**config.mk**
```make
export PLATFORM = sky130hd
export DESIGN_NAME = pcie_rp_reset_seq
export DESIGN_NICKNAME = d
export VERILOG_FILES = /design/src/rtl/pcie_rp_pkg.sv /design/src/rtl/rp_us_timer.sv /design/src/rtl/rp_result_cap.sv /design/src/rtl/pcie_rp_reset_seq.sv
export SDC_FILE = /design/constraint.sdc
export NUM_CORES = 1
export LEC_CHECK = 0
export ABC_AREA = 1
export BUFFER_PORTS_ARGS = -buffer_cell sky130_fd_sc_hd__buf_2
export CAP_MARGIN = 20
export CORE_MARGIN = 5
export CORE_UTILIZATION = 52
export DETAILED_ROUTE_END_ITERATION = 8
export GPL_TIMING_DRIVEN = 0
export PLACE_DENSITY_LB_ADDON = 0.08
export SYNTH_ARGS = -nofsm -noshare
export SYNTH_HDL_FRONTEND = slang
export SYNTH_HIERARCHICAL = 1
export SYNTH_SLANG_ARGS = --single-unit
```
**constraint.sdc**
```tcl
create_clock -name clk -period 2.4 [get_ports clk]
set_input_delay 0.48 -clock clk [delete_from_list [all_inputs] [get_ports clk]]
set_output_delay 0.48 -clock clk [all_outputs]
set_load 0.02 [all_outputs]
```
**src/rtl/pcie_rp_pkg.sv**
```systemverilog
package pcie_rp_pkg;

  typedef enum logic [1:0] {
    S_IDLE = 2'd0,
    S_CFG  = 2'd1,
    S_HOLD = 2'd2,
    S_POLL = 2'd3
  } seq_state_e;

  localparam logic [4:0] LTSSM_LAST_CODE = 5'h1A;

  // Shortfall still to wait before the resets may be released.
  function automatic logic [31:0] hold_remaining(input logic        known,
                                                 input logic [31:0] elapsed,
                                                 input logic [31:0] hold);
    if (!known)              return hold;
    else if (elapsed >= hold) return 32'd0;
    else                     return hold - elapsed;
  endfunction

  function automatic logic ltssm_known(input logic [4:0] code);
    return code <= LTSSM_LAST_CODE;
  endfunction

endpackage

```
**src/rtl/rp_us_timer.sv**
```systemverilog
module rp_us_timer #(
  parameter int CW = 17
) (
  input  logic          clk,
  input  logic          rst,
  input  logic          load,
  input  logic [CW-1:0] load_val,
  input  logic          tick,
  output logic [CW-1:0] cnt
);

  localparam logic [CW-1:0] CMAX = '1;

  always_ff @(posedge clk) begin
    if (rst)                    cnt <= '0;
    else if (load)              cnt <= load_val;
    else if (tick && cnt != CMAX) cnt <= cnt + 1'b1;
  end

  // the microsecond count never wraps back to zero
  p_timer_sat_r3: assert property (@(posedge clk) disable iff (rst)
    (!load && cnt == CMAX) |=> (cnt == CMAX));

endmodule

```
**src/rtl/rp_result_cap.sv**
```systemverilog
module rp_result_cap
  import pcie_rp_pkg::*;
(
  input  logic       clk,
  input  logic       rst,
  input  logic       clr,
  input  logic       fin_ok,
  input  logic       fin_fail,
  input  logic [4:0] code,
  output logic       link_ok_o,
  output logic       fail_o,
  output logic [4:0] ltssm_o,
  output logic       unknown_o
);

  always_ff @(posedge clk) begin
    if (rst) begin
      link_ok_o <= 1'b0;
      fail_o    <= 1'b0;
      ltssm_o   <= '0;
      unknown_o <= 1'b0;
    end else if (clr) begin
      link_ok_o <= 1'b0;
      fail_o    <= 1'b0;
    end else if (fin_ok || fin_fail) begin
      link_ok_o <= fin_ok;
      fail_o    <= fin_fail;
      ltssm_o   <= code;
      unknown_o <= !ltssm_known(code);
    end
  end

  // an outcome is either success or failure, never both
  p_outcome_excl_r5: assert property (@(posedge clk) disable iff (rst)
    !(link_ok_o && fail_o));

  // a captured code keeps its value until the next end of sequence
  p_code_hold_r7: assert property (@(posedge clk) disable iff (rst)
    !(fin_ok || fin_fail) |=> $stable(ltssm_o));

endmodule

```
**src/rtl/pcie_rp_reset_seq.sv**
```systemverilog
module pcie_rp_reset_seq
  import pcie_rp_pkg::*;
#(
  parameter int HOLD_US   = 100000,
  parameter int POLL_US   = 1000,
  parameter int MAX_TRIES = 100,
  localparam int TW = $clog2(MAX_TRIES + 1)
) (
  input  logic          clk,
  input  logic          rst,
  input  logic          us_tick_i,
  input  logic          start_i,
  input  logic          elapsed_vld_i,
  input  logic [31:0]   elapsed_us_i,
  input  logic [31:0]   link_status_i,
  input  logic [31:0]   ltssm_status_i,
  output logic [3:0]    rst_n_o,
  output logic          rc_mode_o,
  output logic [3:0]    intx_en_o,
  output logic          busy_o,
  output logic          done_o,
  output logic          link_ok_o,
  output logic          fail_o,
  output logic [TW-1:0] tries_o,
  output logic [4:0]    ltssm_o,
  output logic          ltssm_unknown_o
);

  localparam int CMAX = (HOLD_US > POLL_US) ? HOLD_US : POLL_US;
  localparam int CW   = $clog2(CMAX + 2);

  seq_state_e    state_q;
  logic [CW-1:0] remain_q;
  logic [TW-1:0] tries_q;
  logic [3:0]    rst_n_q;
  logic          rc_mode_q;
  logic [3:0]    intx_q;
  logic          done_q;

  // Named internal events
  logic          link_up;
  logic [4:0]    ltssm_code;
  logic          start_acc;
  logic          hold_over;
  logic          sample_now;
  logic          last_try;
  logic          finish_ok;
  logic          finish_fail;
  logic          tmr_load;
  logic [CW-1:0] tmr_load_val;
  logic [CW-1:0] tmr_cnt;
  logic          unused_bits;

  assign link_up     = link_status_i[8];
  assign ltssm_code  = ltssm_status_i[28:24];
  assign unused_bits = ^{link_status_i[31:9], link_status_i[7:0],
                         ltssm_status_i[31:29], ltssm_status_i[23:0]};

  assign start_acc   = (state_q == S_IDLE) && start_i;
  assign hold_over   = (state_q == S_HOLD) && (tmr_cnt >= remain_q);
  assign sample_now  = (state_q == S_POLL) && (tmr_cnt >= CW'(POLL_US));
  assign last_try    = (tries_q == TW'(MAX_TRIES - 1));
  assign finish_ok   = sample_now && link_up;
  assign finish_fail = sample_now && !link_up && last_try;

  assign tmr_load     = (state_q == S_CFG) || hold_over ||
                        (sample_now && !finish_ok && !finish_fail);
  assign tmr_load_val = hold_over ? CW'(POLL_US) : '0;

  rp_us_timer #(.CW(CW)) u_timer (
    .clk      (clk),
    .rst      (rst),
    .load     (tmr_load),
    .load_val (tmr_load_val),
    .tick     (us_tick_i),
    .cnt      (tmr_cnt)
  );

  always_ff @(posedge clk) begin
    if (rst) begin
      state_q   <= S_IDLE;
      remain_q  <= '0;
      tries_q   <= '0;
      rst_n_q   <= 4'b0000;
      rc_mode_q <= 1'b0;
      intx_q    <= 4'b1111;
      done_q    <= 1'b0;
    end else begin
      done_q <= finish_ok || finish_fail;
      unique case (state_q)
        S_IDLE: if (start_acc) begin
          state_q  <= S_CFG;
          rst_n_q  <= 4'b0000;
          tries_q  <= '0;
          remain_q <= CW'(hold_remaining(elapsed_vld_i, elapsed_us_i,
                                         32'(HOLD_US)));
        end
        S_CFG: begin
          rc_mode_q <= 1'b1;
          intx_q    <= 4'b0000;
          state_q   <= S_HOLD;
        end
        S_HOLD: if (hold_over) begin
          rst_n_q <= 4'b1111;
          state_q <= S_POLL;
        end
        S_POLL: if (sample_now) begin
          tries_q <= tries_q + 1'b1;
          if (finish_ok || finish_fail) state_q <= S_IDLE;
        end
        default: state_q <= S_IDLE;
      endcase
    end
  end

  rp_result_cap u_result (
    .clk       (clk),
    .rst       (rst),
    .clr       (start_acc),
    .fin_ok    (finish_ok),
    .fin_fail  (finish_fail),
    .code      (ltssm_code),
    .link_ok_o (link_ok_o),
    .fail_o    (fail_o),
    .ltssm_o   (ltssm_o),
    .unknown_o (ltssm_unknown_o)
  );

  assign rst_n_o   = rst_n_q;
  assign rc_mode_o = rc_mode_q;
  assign intx_en_o = intx_q;
  assign busy_o    = (state_q != S_IDLE);
  assign done_o    = done_q;
  assign tries_o   = tries_q;

  // resets move only as a group
  p_rst_group_r4: assert property (@(posedge clk) disable iff (rst)
    (rst_n_o == 4'b0000) || (rst_n_o == 4'b1111));

  // configuration is in place when the resets are released
  p_cfg_first_r2: assert property (@(posedge clk) disable iff (rst)
    (rst_n_o == 4'b1111 && $past(rst_n_o) == 4'b0000)
      |-> (rc_mode_o && intx_en_o == 4'b0000));

  // done is a single-cycle pulse, seen with busy already low
  p_done_pulse_r8: assert property (@(posedge clk) disable iff (rst)
    done_o |=> !done_o);
  p_done_idle_r8: assert property (@(posedge clk) disable iff (rst)
    done_o |-> !busy_o);

  // the sample count never exceeds its bound; failure means all used
  p_tries_bound_r6: assert property (@(posedge clk) disable iff (rst)
    tries_o <= TW'(MAX_TRIES));
  p_fail_count_r6: assert property (@(posedge clk) disable iff (rst)
    fail_o |-> (tries_o == TW'(MAX_TRIES)));

  // a start seen while busy leaves the latched wait untouched
  p_start_ignored_r9: assert property (@(posedge clk) disable iff (rst)
    (busy_o && start_i) |=> $stable(remain_q));

endmodule

```
==> results.py, run 1 <==
metrics = {
    "grt": {
        "grt_start_max_net_pins": 17,
        "grt_pass1_vias": 3581,
        "grt-ovfl-total": 0,
        "antenna_found_initial": 0,
        "grt_pass1_wl_mm": 15.8,
        "track_usage": 0.195,
    },
    "place": {
        "globalplace.congestion": 0.879,
        "placement.cell_area_mm2": 0.00448,
        "dpl.hpwl_mm": 7.31,
        "post-place-ws_ns": -0.110,
        "portBuffers": 67,
    },
    "detailed_routing": {
        "vias_per_cell": 4.98,
        "wire_per_inst_um": 11.9,
        "first_pass_iters": 4,
        "wl_mm": 9.41,
        "drc_errors": 0,
        "vias": 3946,
        "drt_iter0_drc": 176,
        "route.antenna.remaining_nets": 0,
    },
    "sta": {
        "max_freq_ghz": 0.433,
        "fin_crit_sh": 0.962,
        "setup-violations-final": 0,
        "fin_ws_ns": 0.0909,
        "finalMaxSlewViolations": 0,
        "min_period_ns": 2.31,
        "rsz0062_at_grt": "true",
        "skew_ns": 0.0135,
        "finalHoldViolations": 0,
        "worst_slew_pin_slew_ns": 0.626,
        "hold_ws_ns": 0.410,
        "slew_headroom": 0.583,
    },
    "cells_and_area": {
        "drive_gt1_frac": 0.284,
        "final_util": 0.629,
        "fin_area_mm2": 0.00478,
        "antenna_cells": 0,
        "syn_to_final_growth_pct": 20.1,
        "finalNetCount": 818,
    },
    "floorplanning": {
        "dieWidth_um": 97.5,
        "die_area_mm2": 0.00951,
        "initial_utilization": 0.524,
        "core_area_mm2": 0.00761,
        "die_h_um": 97.5,
        "pin_count": 127,
        "rows": 32,
    },
    "setup_path": {
        "cp_cell_sequence": "ha_1, nand3_1, inv_1, nand4_1, nor3_2, ha_1, nor2_4, nor2_4, inv_2, buf_8, o21ai_1, inv_1, a21oi_2",
        "critPathBufInv": 4,
        "r2r_start": "u_timer/cnt[1]$_SDFFE_PP0P_",
        "end_kind": "flip-flop",
        "r2r_end": "u_timer/cnt[10]$_SDFFE_PP0P_",
        "crit_type": "flip-flop to flip-flop",
        "path_depth": 13,
        "reg2reg_depth": 13,
        "crit_family": "simple AND/OR/NAND/NOR gates",
        "arrival_ns": 2.56,
        "cp_max_fo": 10,
        "crit_slowest_cell": "dfxtp_2",
        "cp-start-kind": "flip-flop",
        "required_ns": 2.65,
        "regToRegSetupSlack_ns": 0.09,
        "slowest_delay_ns": 0.38,
    },
    "clock_tree": {
        "clkSinkCount": 55,
        "clockRootBuffer": "clkbuf_8",
        "cts_buffer_depth": 2,
        "cts_tree": "built",
        "h-tree-depth": 2,
        "insertion_delay_ns": 0.32,
        "clk_pin_slew_ns": 0.11,
        "numCtsBuffers": 5,
    },
    "synth": {
        "async_flop_share": 0,
        "synth_seq_cells": 55,
        "synth_ff_type": "dfxtp_1",
        "ys_warn_count": 6,
        "syn_avg_cell_area_um2": 6.64,
        "yosysTopAreaCellShare": 0.276,
        "synth-edff-count": 0,
        "yosysSeqAreaShare": 0.276,
        "synthTopCellsByArea": "dfxtp_1 (28%), nand2_1 (14%), ha_1 (8.2%), inv_1 (8.0%), nor2_1 (5.2%)",
        "yosysTopAreaCell": "dfxtp_1",
        "synth_area_mm2": 0.00398,
        "postSynthCellCount": 600,
        "synth_cell_type_count": 46,
    },
    "pwr": {
        "power.density_mw_per_mm2": 827,
        "leakagePower_nw": 2.15,
        "ir_drop_mv": 0.430,
        "total_power_mw": 3.96,
    },
    "min_path": {
        "min_from": "ltssm_status_i[24]",
        "hold_end": "u_result/ltssm_o[0]$_SDFFE_PP0P_",
        "whs_path_depth": 3,
        "min_path_type": "primary input to flip-flop",
    },
    "outcome": {
        "outcome": "complete, no violations",
    },
    "job": {
        "max-cap-violations": 0,
    },
}
-- layout by cell type (no fill, tap or decap), types with 4 or more instances in the layout --
| cell type | n |
|---|---|
| a21oi_1 | 33 |
| a21oi_2 | 14 |
| a31oi_1 | 4 |
| buf_2 | 68 |
| buf_4 | 13 |
| clkbuf_1 | 4 |
| clkbuf_8 | 5 |
| conb_1 | 11 |
| dfxtp_1 | 32 |
| dfxtp_2 | 20 |
| ha_1 | 23 |
| inv_1 | 85 |
| inv_2 | 9 |
| nand2_1 | 144 |
| nand2_2 | 13 |
| nand3_1 | 38 |
| nand3_2 | 9 |
| nand3b_1 | 5 |
| nand4_1 | 8 |
| nor2_1 | 53 |
| nor2_2 | 11 |
| nor2_4 | 5 |
| nor4_1 | 4 |
| o21ai_0 | 18 |
| o21ai_1 | 8 |
| o21ai_2 | 4 |
| xor2_1 | 10 |
-- where the power goes --
group	switching [mW]	internal, mW
logic	1.21	0.815
registers	0.209	1.11
clock network	0.311	0.306
-- stage by stage --
step,instances,setup TNS [ns]
floorplan,610,0
global placement,779,-0.298
detailed placement,779,-0.739
CTS,786,0
global route,793,-0.183
finish,793,0
-- synth_stat cells, types with 2 or more instances --
library cell  number
buf_4              7
a31oi_1            4
o211ai_1           3
nand3_1           38
o21ai_0           19
dfxtp_1           55
nor2_4             5
inv_2              9
nand3_2            9
buf_6              2
xnor2_1            2
ha_1              26
nand3b_1           5
nor2_1            55
nand2_1          146
or2_2              3
nor2_2             9
a21oi_2           10
inv_1             85
nor4_1             4
nand2_2           11
o21ai_1           10
a21oi_1           37
nand4_1            8
xor2_1            10
nor3_1             4
buf_2              2
clkbuf_1           4
-- layer usage --
metal	global-route usage	part of all wire	vias up
met2	0.331	0.47	63
met4	0.0501	0.013	0
met1	0.259	0.47	1785
met3	0.0309	0.047	14
met5	0	0	-
li1	-	-	2084
-- flip-flops by register name, indices dropped and copies added (netlist names), 2 cells and up --
signal / count
remain_q: 17
u_timer/cnt: 17
tries_o: 7
u_result/ltssm_o: 5
state_q: 2
-- cell families (layout without fill, tap and decap cells) --
logic type	count (synthesis)	after routing	synth area share
simple gates	302	302	0.359
buf+inv	113	194	0.119
compound gates	91	91	0.136
flops	55	55	0.276
fa+ha+maj	26	26	0.0817
xor+xnor	12	12	0.0264
other cells	1	11	0.000942
-- layout make-up --
class,count,area (um^2)
inverter,97,370
buffer,16,115
sequential,55,1140
tap,102,128
clock buffer,5,68.8
clock inverter,2,37.5
timing repair buffer,74,388
fill,742,2820
multi-input combinational,442,2540
-- worst reg2reg max path, delay by kind of cell, from the launching register on --
kind,cells,cell delay (ns)
AND/OR/NAND/NOR,5,0.76
AO/OA/AOI/OAI,2,0.24
adder cells (fa/ha/maj),2,0.47
flip-flops,1,0.38
buffers and inverters,4,0.42
-- worst max path at each step --
stage	slack, ns	end	startpoint
5_1_grt	-0.07	u_timer/cnt[11]$_SDFFE_PP0P_	remain_q[4]$_SDFFE_PP0P_
3_3_place_gp	-0.05	u_timer/cnt[15]$_SDFFE_PP0P_	u_timer/cnt[10]$_SDFFE_PP0P_
4_1_cts	0.006	u_timer/cnt[13]$_SDFFE_PP0P_	remain_q[16]$_SDFFE_PP0P_
2_1_floorplan	0.30	u_timer/cnt[10]$_SDFFE_PP0P_	remain_q[16]$_SDFFE_PP0P_
6_report	0.09	u_timer/cnt[10]$_SDFFE_PP0P_	u_timer/cnt[1]$_SDFFE_PP0P_
3_5_place_dp	-0.11	u_timer/cnt[13]$_SDFFE_PP0P_	u_timer/cnt[2]$_SDFFE_PP0P_
-- timing repair --
action | in CTS | in global routing
endpoints found under the setup margin | 12 | 14
cloned | 0 | 0
resized for setup | 8 | 40
hold buffers | 0 | 0
pin swaps | 1 | 12
buffers inserted | 0 | 7
No activity file was read; power rests on OpenSTA's default activity.
==> run 2, diff against run 1 <==
--- a/config.mk
+++ b/config.mk
@@ -13,6 +13,7 @@
 export DETAILED_ROUTE_END_ITERATION = 8
 export GPL_TIMING_DRIVEN = 0
 export PLACE_DENSITY_LB_ADDON = 0.08
+export RECOVER_POWER = 50
 export SYNTH_ARGS = -nofsm -noshare
 export SYNTH_HDL_FRONTEND = slang
 export SYNTH_HIERARCHICAL = 1
==> run 2 against run 1 <==
Net effect:
- setup slack worse by 0.0013 ns
- routed wire length about the same
- total power down 0.60%
- clock-buffer cell count unchanged
- utilization down 0.49 points
- die area unchanged
- maximum frequency about the same
- global-route usage unchanged
- clock skew up 0.0024 ns
- combinational power about the same
- non-clock buffer count unchanged
- critical path type unchanged
- highest routed layer unchanged
==> results.py, run 2 (synthesis gave the netlist of run 1 again) <==
metrics = {
    "floorplanning": {
        "rows": 32,
        "pin_count": 127,
        "core_area_mm2": 0.00761,
        "dieWidth_um": 97.5,
        "die_area_mm2": 0.00951,
        "die_h_um": 97.5,
        "initial_utilization": 0.524,
    },
    "place": {
        "placement.cell_area_mm2": 0.00448,
        "dpl.hpwl_mm": 7.31,
        "portBuffers": 67,
        "placed_cells": 779,
        "globalplace.congestion": 0.879,
        "post-place-ws_ns": -0.110,
    },
    "cells_and_area": {
        "final_util": 0.624,
        "instances_no_fill": 793,
        "antenna_cells": 0,
        "finalNetCount": 818,
        "final_common_cell": "nand2_1",
        "drive_gt1_frac": 0.242,
        "syn_to_final_growth_pct": 19.2,
        "final_cell_mix": "nand2_1 (145), inv_1 (86), nor2_1 (54)",
        "top_regs": "remain_q: 17 flops, u_timer/cnt: 17 flops, tries_o: 7 flops",
        "fin_area_mm2": 0.00475,
    },
    "clock_tree": {
        "cts_tree": "built",
        "clkSinkCount": 55,
        "clk_pin_slew_ns": 0.11,
        "cts-hold-fix-buffers": 0,
        "clockRootBuffer": "clkbuf_8",
        "h-tree-depth": 2,
        "cts_buffer_depth": 2,
        "insertion_delay_ns": 0.32,
        "numCtsBuffers": 5,
    },
    "min_path": {
        "whs_path_depth": 3,
        "min_path_type": "primary input to flip-flop",
    },
    "setup_path": {
        "cp-start-kind": "flip-flop",
        "reg2reg_depth": 13,
        "required_ns": 2.65,
        "end_kind": "flip-flop",
        "cp_cell_sequence": "ha_1, nand3_1, inv_1, nand4_1, nor3_2, ha_1, nor2_4, nor2_4, inv_2, buf_8, o21ai_1, inv_1, a21oi_2",
        "cp_max_fo": 10,
        "critPathCapture": "u_timer/cnt[10]$_SDFFE_PP0P_",
        "slowest_delay_ns": 0.38,
        "critPathBufInv": 4,
        "crit_slowest_cell": "dfxtp_2",
        "startpoint": "u_timer/cnt[1]$_SDFFE_PP0P_",
        "r2r_end": "u_timer/cnt[10]$_SDFFE_PP0P_",
        "arrival_ns": 2.56,
        "crit_type": "flip-flop to flip-flop",
        "r2r_start": "u_timer/cnt[1]$_SDFFE_PP0P_",
        "regToRegSetupSlack_ns": 0.09,
        "crit_family": "simple AND/OR/NAND/NOR gates",
        "path_depth": 13,
    },
    "sta": {
        "finalHoldViolations": 0,
        "worst_slew_pin_slew_ns": 0.702,
        "finalMaxSlewViolations": 0,
        "tns_ns": 0,
        "setup-violations-final": 0,
        "fin_ws_ns": 0.0896,
        "rsz0062_at_grt": "true",
        "slew_headroom": 0.532,
        "hold_ws_ns": 0.410,
        "skew_ns": 0.0159,
        "min_period_ns": 2.31,
        "max_freq_ghz": 0.433,
        "fin_crit_sh": 0.963,
    },
    "grt": {
        "track_usage": 0.195,
        "antenna_found_initial": 0,
        "grt_pass1_vias": 3581,
        "grt_pass1_wl_mm": 15.8,
        "grt-ovfl-total": 0,
        "grt_start_max_net_pins": 17,
    },
    "pwr": {
        "leakagePower_nw": 2.05,
        "ir_drop_mv": 0.428,
        "power.density_mw_per_mm2": 829,
        "total_power_mw": 3.93,
    },
    "detailed_routing": {
        "wl_mm": 9.41,
        "route.antenna.remaining_nets": 0,
        "vias_per_cell": 4.99,
        "wire_per_inst_um": 11.9,
        "drt_iter0_drc": 178,
        "vias": 3961,
        "drc_errors": 0,
        "first_pass_iters": 4,
    },
    "job": {
        "max-cap-violations": 0,
    },
    "outcome": {
        "outcome": "complete, no violations",
    },
}
## run 2: tightest hold or removal path: cells and delay by family
kind	cells	cell delay [ns]
buffers and inverters	1	0.10
AOI/OAI and AO/OA	1	0.05
and+or+nand+nor	1	0.05
## run 2: what timing repair did
action | CTS | global route
pin swaps | 1 | 12
resized for setup | 8 | 40
buffers inserted | 0 | 7
setup endpoints to repair | 12 | 14
## run 2: power by group
group          internal (mW)  total (mW)  switching [mW]
Clock                  0.306       0.614           0.309
Sequential              1.11        1.32           0.211
Combinational          0.795        2.00            1.20
Total                   2.21        3.93            1.72
## run 2: how the worst min path moves through the flow
| stage | from | end | slack [ns] |
|---|---|---|---|
| 6_report | ltssm_status_i[24] | u_result/ltssm_o[0]$_SDFFE_PP0P_ | 0.41 |
| 5_1_grt | ltssm_status_i[28] | u_result/ltssm_o[4]$_SDFFE_PP0P_ | 0.41 |
| 4_1_cts | ltssm_status_i[28] | u_result/ltssm_o[4]$_SDFFE_PP0P_ | 0.40 |
| 3_5_place_dp | rc_mode_o$_SDFFE_PP0P_ | rc_mode_o$_SDFFE_PP0P_ | 0.45 |
| 3_3_place_gp | rc_mode_o$_SDFFE_PP0P_ | rc_mode_o$_SDFFE_PP0P_ | 0.44 |
| 2_1_floorplan | remain_q[2]$_SDFFE_PP0P_ | remain_q[2]$_SDFFE_PP0P_ | 0.45 |
## run 2: final cells by class
type | instances | area [um^2]
Buffer | 16 | 114
Clock buffer | 5 | 68.8
Clock inverter | 2 | 37.5
Fill cell | 757 | 2860
Inverter | 97 | 370
Multi-Input combinational cell | 442 | 2530
Sequential cell | 55 | 1140
Tap cell | 102 | 128
Timing Repair Buffer | 74 | 357
## run 2: routing by layer
layer	wire length, um	up-vias	GRT usage	share of wire
met1	4400	1795	0.259	0.47
met2	4420	73	0.331	0.47
met3	475	14	0.0309	0.050
li1	-	2079	-	-
met4	119	0	0.0501	0.013
met5	0	-	0	0
==> run 3, diff against run 2 <==
--- a/config.mk
+++ b/config.mk
@@ -14,6 +14,7 @@
 export GPL_TIMING_DRIVEN = 0
 export PLACE_DENSITY_LB_ADDON = 0.08
 export RECOVER_POWER = 50
+export REMOVE_ABC_BUFFERS = 1
 export SYNTH_ARGS = -nofsm -noshare
 export SYNTH_HDL_FRONTEND = slang
 export SYNTH_HIERARCHICAL = 1
==> run 3 against run 2 <==
Net effect:
- critical path depth down 1
- clock power down 1%
- final cell count down 1.4%
- register-to-register slack better by 0.02 ns
- critical endpoint is now u_timer/cnt[0]$_SDFFE_PP0P_
- largest power group unchanged
==> results.py, run 3 (synthesis gave the netlist of run 1 again) <==
metrics = {
    "clock_tree": {
        "numCtsBuffers": 5,
        "h-tree-depth": 2,
        "cts_tree": "built",
        "clockRootBuffer": "clkbuf_8",
        "clk_pin_slew_ns": 0.10,
        "insertion_delay_ns": 0.31,
        "clkSinkCount": 55,
        "cts_buffer_depth": 2,
    },
    "cells_and_area": {
        "syn_to_final_growth_pct": 17.3,
        "finalNetCount": 807,
        "top_regs": "remain_q: 17 flops, u_timer/cnt: 17 flops, tries_o: 7 flops",
        "drive_gt1_frac": 0.262,
        "final_util": 0.614,
        "instances_no_fill": 782,
        "final_cell_mix": "nand2_1 (144), inv_1 (85), buf_2 (69)",
        "final_common_cell": "nand2_1",
        "antenna_cells": 0,
    },
    "setup_path": {
        "regToRegSetupSlack_ns": 0.11,
        "r2r_start": "u_timer/cnt[1]$_SDFFE_PP0P_",
        "required_ns": 2.56,
        "reg2reg_depth": 12,
        "slowest_delay_ns": 0.43,
        "arrival_ns": 2.45,
        "crit_type": "flip-flop to flip-flop",
        "crit_family": "simple AND/OR/NAND/NOR gates",
        "cp_max_fo": 5,
        "path_depth": 12,
        "cp_cell_sequence": "ha_1, nand3_1, inv_1, nand4_1, nor3_1, ha_1, nor2_4, inv_2, nor2_4, buf_4, a22oi_1, a21oi_1",
        "cp-start-kind": "flip-flop",
        "crit_slowest_cell": "dfxtp_1",
        "critPathBufInv": 3,
        "r2r_end": "u_timer/cnt[0]$_SDFFE_PP0P_",
        "end_kind": "flip-flop",
    },
    "floorplanning": {
        "rows": 32,
        "dieWidth_um": 97.5,
        "core_area_mm2": 0.00761,
        "die_area_mm2": 0.00951,
        "initial_utilization": 0.524,
        "pin_count": 127,
        "die_h_um": 97.5,
    },
    "sta": {
        "finalMaxSlewViolations": 0,
        "tns_ns": 0,
        "min_period_ns": 2.29,
        "setup-violations-final": 0,
        "hold_ws_ns": 0.422,
        "skew_ns": 0.0107,
        "finalHoldViolations": 0,
        "max_freq_ghz": 0.437,
        "worst_slew_pin_slew_ns": 0.856,
        "slew_headroom": 0.430,
        "rsz0062_at_grt": "true",
        "fin_crit_sh": 0.953,
    },
    "detailed_routing": {
        "vias": 3844,
        "drc_errors": 0,
        "drt_iter0_drc": 132,
        "wl_mm": 9.38,
        "vias_per_cell": 4.92,
        "first_pass_iters": 4,
        "route.antenna.remaining_nets": 0,
        "wire_per_inst_um": 12.0,
    },
    "min_path": {
        "whs_path_depth": 3,
        "min_from": "ltssm_status_i[25]",
        "hold_end": "u_result/ltssm_o[1]$_SDFFE_PP0P_",
        "min_path_type": "primary input to flip-flop",
    },
    "place": {
        "placed_cells": 765,
        "globalplace.congestion": 0.856,
        "dpl.hpwl_mm": 7.26,
        "portBuffers": 68,
    },
    "pwr": {
        "ir_drop_mv": 0.418,
        "leakagePower_nw": 2.11,
        "power.density_mw_per_mm2": 844,
        "total_power_mw": 3.94,
    },
    "grt": {
        "grt_pass1_vias": 3627,
        "grt_pass1_wl_mm": 16.1,
        "grt-ovfl-total": 0,
        "antenna_found_initial": 0,
        "grt_start_max_net_pins": 38,
        "track_usage": 0.197,
    },
    "job": {
        "max-cap-violations": 0,
    },
    "outcome": {
        "outcome": "complete, no violations",
    },
}
run 3: report_power, final:
group | switching, mW | total [mW] | internal [mW]
Combinational | 1.22 | 2.04 | 0.812
Sequential | 0.203 | 1.30 | 1.10
Clock | 0.301 | 0.606 | 0.305
Total | 1.73 | 3.94 | 2.22
run 3: area by class of cell:
class | count | area (um^2)
sequential | 55 | 1120
inverter | 97 | 379
clock inverter | 2 | 37.5
tap | 102 | 128
clock buffer | 5 | 68.8
fill | 761 | 2930
multi-input combinational | 442 | 2500
timing repair buffer | 79 | 437
run 3: per-stage QoR:
step                worst slack, ns  instance area [um^2]
floorplan                     -1.08                  3920
global placement              -2.74                  4380
detailed placement           -0.328                  4400
CTS                          0.0222                  4540
global route                -0.0888                  4670
finish                        0.114                  4670
run 3: what timing repair did:
action                     in CTS  in global routing
hold buffers                    0                  0
pin swaps                       1                  2
gates resized for setup        12                 23
cloned                          0                  1
setup endpoints to repair      15                 30
buffers inserted                1                  8
run 3: worst max path at each step:
stage,from,to,slack [ns]
finish,u_timer/cnt[1]$_SDFFE_PP0P_,u_timer/cnt[0]$_SDFFE_PP0P_,0.11
global placement,u_timer/cnt[5]$_SDFFE_PP0P_,u_timer/cnt[7]$_SDFFE_PP0P_,-2.74
CTS,remain_q[4]$_SDFFE_PP0P_,u_timer/cnt[9]$_SDFFE_PP0P_,0.02
global route,remain_q[16]$_SDFFE_PP0P_,u_timer/cnt[6]$_SDFFE_PP0P_,-0.09
floorplan,tries_o[0]$_SDFFE_PP0P_,u_timer/cnt[3]$_SDFFE_PP0P_,-1.08
detailed placement,u_timer/cnt[4]$_SDFFE_PP0P_,u_timer/cnt[11]$_SDFFE_PP0P_,-0.33
run 3: per-layer routing:
metal,global-route usage,part of all wire
met5,0,0
met1,0.253,0.47
met2,0.342,0.48
met3,0.0266,0.035
met4,0.0586,0.017
run 3: worst register-to-register path: stages (launching register included):
cell and delay, ns:
dfxtp_1 0.43, ha_1 0.22, nand3_1 0.12, inv_1 0.15, nand4_1 0.14, nor3_1 0.26
ha_1 0.26, nor2_4 0.07, inv_2 0.09, nor2_4 0.05, buf_4 0.13, a22oi_1 0.14
a21oi_1 0.09
